<file path="src/rtl/vat_pkg.sv">
package vat_pkg;
    parameter int VA_W  = 16;
    parameter int OFF_W = 10;
    parameter int PA_W  = 14;

    localparam int PN_W    = VA_W - OFF_W;
    localparam int FRAME_W = PA_W - OFF_W;
    localparam int N_PAGES = 1 << PN_W;
    localparam int LEN_W   = PN_W + 1;

    typedef enum logic [1:0] {
        FLT_NONE   = 2'b00,
        FLT_BOUNDS = 2'b01,
        FLT_ABSENT = 2'b10,
        FLT_NOEXEC = 2'b11
    } fault_e;

    typedef enum logic [1:0] {
        ACC_READ  = 2'b00,
        ACC_WRITE = 2'b01,
        ACC_FETCH = 2'b10,
        ACC_RSVD  = 2'b11
    } acc_e;

    typedef struct packed {
        logic               present;
        logic               noexec;
        logic               modified;
        logic [FRAME_W-1:0] frame;
    } pte_t;

    localparam int PTE_W = $bits(pte_t);

    // Fault decision in priority order: range, presence, execute permission.
    function automatic fault_e classify(input logic in_range, input pte_t e, input acc_e kind);
        if (!in_range)
            return FLT_BOUNDS;
        else if (!e.present)
            return FLT_ABSENT;
        else if (kind == ACC_FETCH && e.noexec)
            return FLT_NOEXEC;
        return FLT_NONE;
    endfunction
endpackage

</file>
<file path="src/rtl/vat_len_reg.sv">
module vat_len_reg
    import vat_pkg::*;
(
    input  logic             clk,
    input  logic             rst,
    input  logic             len_we,
    input  logic [LEN_W-1:0] len_val,
    output logic [LEN_W-1:0] len_q
);
    localparam logic [LEN_W-1:0] LEN_MAX = LEN_W'(N_PAGES);

    always_ff @(posedge clk) begin
        if (rst)
            len_q <= '0;
        else if (len_we)
            len_q <= (len_val > LEN_MAX) ? LEN_MAX : len_val;
    end
endmodule

</file>
<file path="src/rtl/vat_table.sv">
module vat_table
    import vat_pkg::*;
(
    input  logic            clk,
    input  logic            rst,
    input  logic            wr_en,
    input  logic [PN_W-1:0] wr_idx,
    input  pte_t            wr_data,
    input  logic            mark_en,
    input  logic [PN_W-1:0] mark_idx,
    input  logic            lkp_en,
    input  logic [PN_W-1:0] lkp_idx,
    output pte_t            lkp_pte,
    input  logic [PN_W-1:0] rb_idx,
    output pte_t            rb_pte
);
    pte_t entries [N_PAGES];

    for (genvar g = 0; g < N_PAGES; g++) begin : g_entry
        always_ff @(posedge clk) begin
            if (rst)
                entries[g] <= '0;
            else if (wr_en && wr_idx == PN_W'(g))
                entries[g] <= wr_data;
            else if (mark_en && mark_idx == PN_W'(g))
                entries[g].modified <= 1'b1;
        end
    end

    // An out-of-range lookup never touches the array.
    assign lkp_pte = lkp_en ? entries[lkp_idx] : '0;
    assign rb_pte  = entries[rb_idx];
endmodule

</file>
<file path="src/rtl/vat_check.sv">
module vat_check
    import vat_pkg::*;
(
    input  logic [VA_W-1:0]  vaddr,
    input  acc_e             kind,
    input  logic [LEN_W-1:0] len_q,
    input  pte_t             pte,
    output logic             in_range,
    output logic [PN_W-1:0]  pn,
    output fault_e           fault,
    output logic [PA_W-1:0]  paddr
);
    logic [OFF_W-1:0] off;

    always_comb begin
        pn       = vaddr[VA_W-1:OFF_W];
        off      = vaddr[OFF_W-1:0];
        in_range = {1'b0, pn} < len_q;
        fault    = classify(in_range, pte, kind);
        paddr    = (fault == FLT_NONE) ? {pte.frame, off} : '0;
    end
endmodule

</file>
<file path="src/rtl/paged_xlate.sv">
module paged_xlate
    import vat_pkg::*;
(
    input  logic                 clk,
    input  logic                 rst,
    input  logic                 tbl_we,
    input  logic [PN_W-1:0]      tbl_idx,
    input  logic [PTE_W-1:0]     tbl_wdata,
    input  logic [PN_W-1:0]      tbl_ridx,
    output logic [PTE_W-1:0]     tbl_rdata,
    input  logic                 len_we,
    input  logic [LEN_W-1:0]     len_val,
    input  logic                 req_valid,
    input  logic [VA_W-1:0]      req_vaddr,
    input  logic [1:0]           req_kind,
    output logic                 rsp_valid,
    output logic [PA_W-1:0]      rsp_paddr,
    output logic [1:0]           rsp_fault
);
    logic [LEN_W-1:0] len_q;
    logic             in_range;
    logic [PN_W-1:0]  pn;
    fault_e           fault_c;
    logic [PA_W-1:0]  paddr_c;
    pte_t             lkp_pte;
    pte_t             rb_pte;
    acc_e             kind;
    logic             mark_en;

    assign kind = acc_e'(req_kind);

    vat_len_reg u_len (
        .clk     (clk),
        .rst     (rst),
        .len_we  (len_we),
        .len_val (len_val),
        .len_q   (len_q)
    );

    vat_table u_tbl (
        .clk      (clk),
        .rst      (rst),
        .wr_en    (tbl_we),
        .wr_idx   (tbl_idx),
        .wr_data  (pte_t'(tbl_wdata)),
        .mark_en  (mark_en),
        .mark_idx (pn),
        .lkp_en   (in_range),
        .lkp_idx  (pn),
        .lkp_pte  (lkp_pte),
        .rb_idx   (tbl_ridx),
        .rb_pte   (rb_pte)
    );

    vat_check u_chk (
        .vaddr    (req_vaddr),
        .kind     (kind),
        .len_q    (len_q),
        .pte      (lkp_pte),
        .in_range (in_range),
        .pn       (pn),
        .fault    (fault_c),
        .paddr    (paddr_c)
    );

    assign mark_en   = req_valid && fault_c == FLT_NONE && kind == ACC_WRITE;
    assign tbl_rdata = rb_pte;

    always_ff @(posedge clk) begin
        if (rst) begin
            rsp_valid <= 1'b0;
            rsp_paddr <= '0;
            rsp_fault <= '0;
        end else begin
            rsp_valid <= req_valid;
            rsp_paddr <= req_valid ? paddr_c : '0;
            rsp_fault <= req_valid ? fault_c : FLT_NONE;
        end
    end
endmodule

</file>
<file path="config.mk">
export PLATFORM = sky130hd
export DESIGN_NAME = paged_xlate
export DESIGN_NICKNAME = d
export VERILOG_FILES = /design/src/rtl/vat_pkg.sv /design/src/rtl/vat_len_reg.sv /design/src/rtl/vat_table.sv /design/src/rtl/vat_check.sv /design/src/rtl/paged_xlate.sv
export SDC_FILE = /design/constraint.sdc
export NUM_CORES = 1
export LEC_CHECK = 0
export BUFFER_PORTS_ARGS = -buffer_cell sky130_fd_sc_hd__buf_2
export CAP_MARGIN = 20
export CORE_MARGIN = 2
export CORE_UTILIZATION = 30
export DETAILED_ROUTE_END_ITERATION = 7
export GPL_ROUTABILITY_DRIVEN = 0
export SLEW_MARGIN = 0
export SYNTH_ARGS = -nofsm -noshare
export SYNTH_HDL_FRONTEND = slang
export SYNTH_HIERARCHICAL = 1
export SYNTH_SLANG_ARGS = --single-unit
</file>
<file path="constraint.sdc">
create_clock -name clk -period 3.8 [get_ports clk]
set_input_delay 0.19 -clock clk [delete_from_list [all_inputs] [get_ports clk]]
set_output_delay 0.19 -clock clk [all_outputs]
set_load 0.005 [all_outputs]
</file>
==> run metrics <==
status=finished clean; CTS tree=done; FF-to-FF End=u_tbl/entries[3][4]; hold_ws=between 0.02 and 0.03 ns; via count=18,379; Initial Utilization=0.3035; largest net degree at the start of global routing=68; global route overflow=0; unrepaired setup endpoints after global routing=no; first-pass GRT wire length=between 100,000 and 150,000 um; number of buffers created by CTS=52; I/O Buffers=72; Worst EP arrival=~3.9 ns; Worst-Margin Slew=1.072 ns; initial antenna violation count=8; Hold Path End=u_len/len_q[6]; Max Clk Rate=274.8 MHz; Max rail drop VDD=about 330 uV; layout cells sized above 1=0.2170; hold path startpoint=len_we; highest routed layer=met5; commonest non-fill, non-tap cell in the layout=edfxtp_1; Syn Nets=2,067; CP Launch Type=flop; Final setup viols=0; Nets=2,110; met1 WL=roughly 33,000 um; DRT Wirelength=85,770 um; nature of the critical path endpoint=flop; post-synthesis area per instance=roughly 13 um^2; total iterations of the first detailed-routing run=8; total track usage=0.1873; commonest cells after routing, fill and taps aside=edfxtp_1, and2_1, mux4_2; HP Class=primary input to flop; Synth Cell Area=26,410 um^2; Final HPWL DP=61,660 um; Buf/Inv on CP=4; post-route cell area=29,990 um^2; RR Startpoint=u_len/len_q[4]; Max Slew Vio Count=0; P&R area growth vs syn=13.54%; pwr/cell area=428.9 nW/um^2; die width=roughly 300 um; Crit-path slowest cell=or3_1; Root Driver=clkbuf_16; core area=87,020 um^2; wire length on met2=between 40,000 and 50,000 um; WL per Instance=~26 um; Vias/cell=5.648; post-route ant nets=0; # rows=108; R2R setup slack=0.16 ns; CP peak stage delay=around 0.37 ns; final clock skew=~0.025 ns; final worst slack=about 0.16 ns; min Tclk post-route=3.639 ns; CP cell instances=inv_1, ha_1, a211oi_1, or3_1, o21ai_2, inv_2, nand2_4, a211oi_1, nand3_1, o41ai_1, nand2_1, o21ai_1, and2_1, nor4_2, buf_4, or3b_1, buf_4, o21ai_1; I/O pins=73; Rel. slew slack=0.2799; period utilization=0.9576; kind of critical path=flop to flop; Hold Fails Final Rpt=0; dpl ws=around 0.02 ns; Max-cap violations=0; Die Y=300.7 um; Starting DRT DRC Count=2,737; Ys Warns=6; # DRC=0; Clk pin slew, worst setup/hold paths=0.07 ns; Worst Reg-to-Reg Cells=18; LEAKAGE=0.01029 uW; vias in the first global route=18,311; DP Area=27,900 um^2; Synth Instances=just over 2,000; worst path required time=around 4.1 ns; WHS Path Cells=3; die area=90,440 um^2; DR WL met3=around 9500 um; CTS Buffer Depth=3; Crit Path Max Fanout=8; final setup TNS=0 ns; setup bufs post-CTS=0; clk_lat worst skew=around 0.6 ns; CP top delay family=simple AND/OR/NAND/NOR gates; H-tree Lvls=2; total clock sinks=472
[routing by layer]
| metal | global-route usage | vias to the layer above |
|---|---|---|
| li1 | - | 7735 |
| met1 | 0.2445 | 9241 |
| met2 | 0.3024 | 1168 |
| met3 | 0.04610 | 221 |
| met4 | 0.06728 | 14 |
| met5 | 0 | - |
[area by class of cell]
| class | count | area [um^2] |
|---|---|---|
| Timing Repair Buffer | 166 | 1279 |
| Multi-Input combinational cell | 1275 | 11270 |
| Clock inverter | 33 | 364.1 |
| Fill cell | 8372 | 57030 |
| Antenna cell | 2 | 5.005 |
| Inverter | 89 | 334.1 |
| Clock buffer | 62 | 1360 |
| Tap cell | 1155 | 1445 |
| Sequential cell | 472 | 13930 |
[registers in the layout, summed over array words and instances (netlist names)]
register,count
rsp_valid,1
rsp_fault,2
u_tbl/entries,448
u_len/len_q,7
rsp_paddr,14
[through the flow]
stage          std cells    util  power (uW)
2_1_floorplan       2013       -        7113
5_1_grt             3252  0.3446       13230
4_1_cts             3250  0.3437       12900
3_5_place_dp        3127  0.3206        7707
6_report            3254  0.3446       12860
3_3_place_gp        3126  0.3205        7671
[worst reg2reg max path, cell delays in order, from the launching register on]
cell	delay (ns)
dfxtp_1	0.33
inv_1	0.05
ha_1	0.29
a211oi_1	0.07
or3_1	0.37
o21ai_2	0.11
inv_2	0.11
nand2_4	0.12
a211oi_1	0.06
nand3_1	0.19
o41ai_1	0.10
nand2_1	0.10
o21ai_1	0.07
and2_1	0.20
nor4_2	0.28
buf_4	0.16
or3b_1	0.37
buf_4	0.18
o21ai_1	0.20
[worst max path at each step]
stage	end	depth (start not counted)	from	slack (ns)
floorplan	u_tbl/entries[1][4]	14	u_len/len_q[4]	0.04
global placement	u_tbl/entries[11][4]	14	req_vaddr[11]	0.06
detailed placement	u_tbl/entries[21][4]	15	req_vaddr[10]	0.02
CTS	u_tbl/entries[4][4]	17	u_len/len_q[4]	0.02
global route	u_tbl/entries[1][4]	18	u_len/len_q[4]	0.002
finish	u_tbl/entries[3][4]	18	u_len/len_q[4]	0.16
[where the power goes]
group | switching (uW) | internal [uW]
Sequential | 142 | 5950
Clock | 2100 | 3080
Combinational | 963 | 620
[repair_timing]
item                                    in CTS  in global routing
resized for setup                            1                 26
endpoints found under the setup margin       3                 73
pin swaps                                    1                  1
cloned                                       0                  0
hold buffers                                28                  0
hold endpoints to repair                    18                  0
Note: power is estimated with default switching activity, not from simulation.
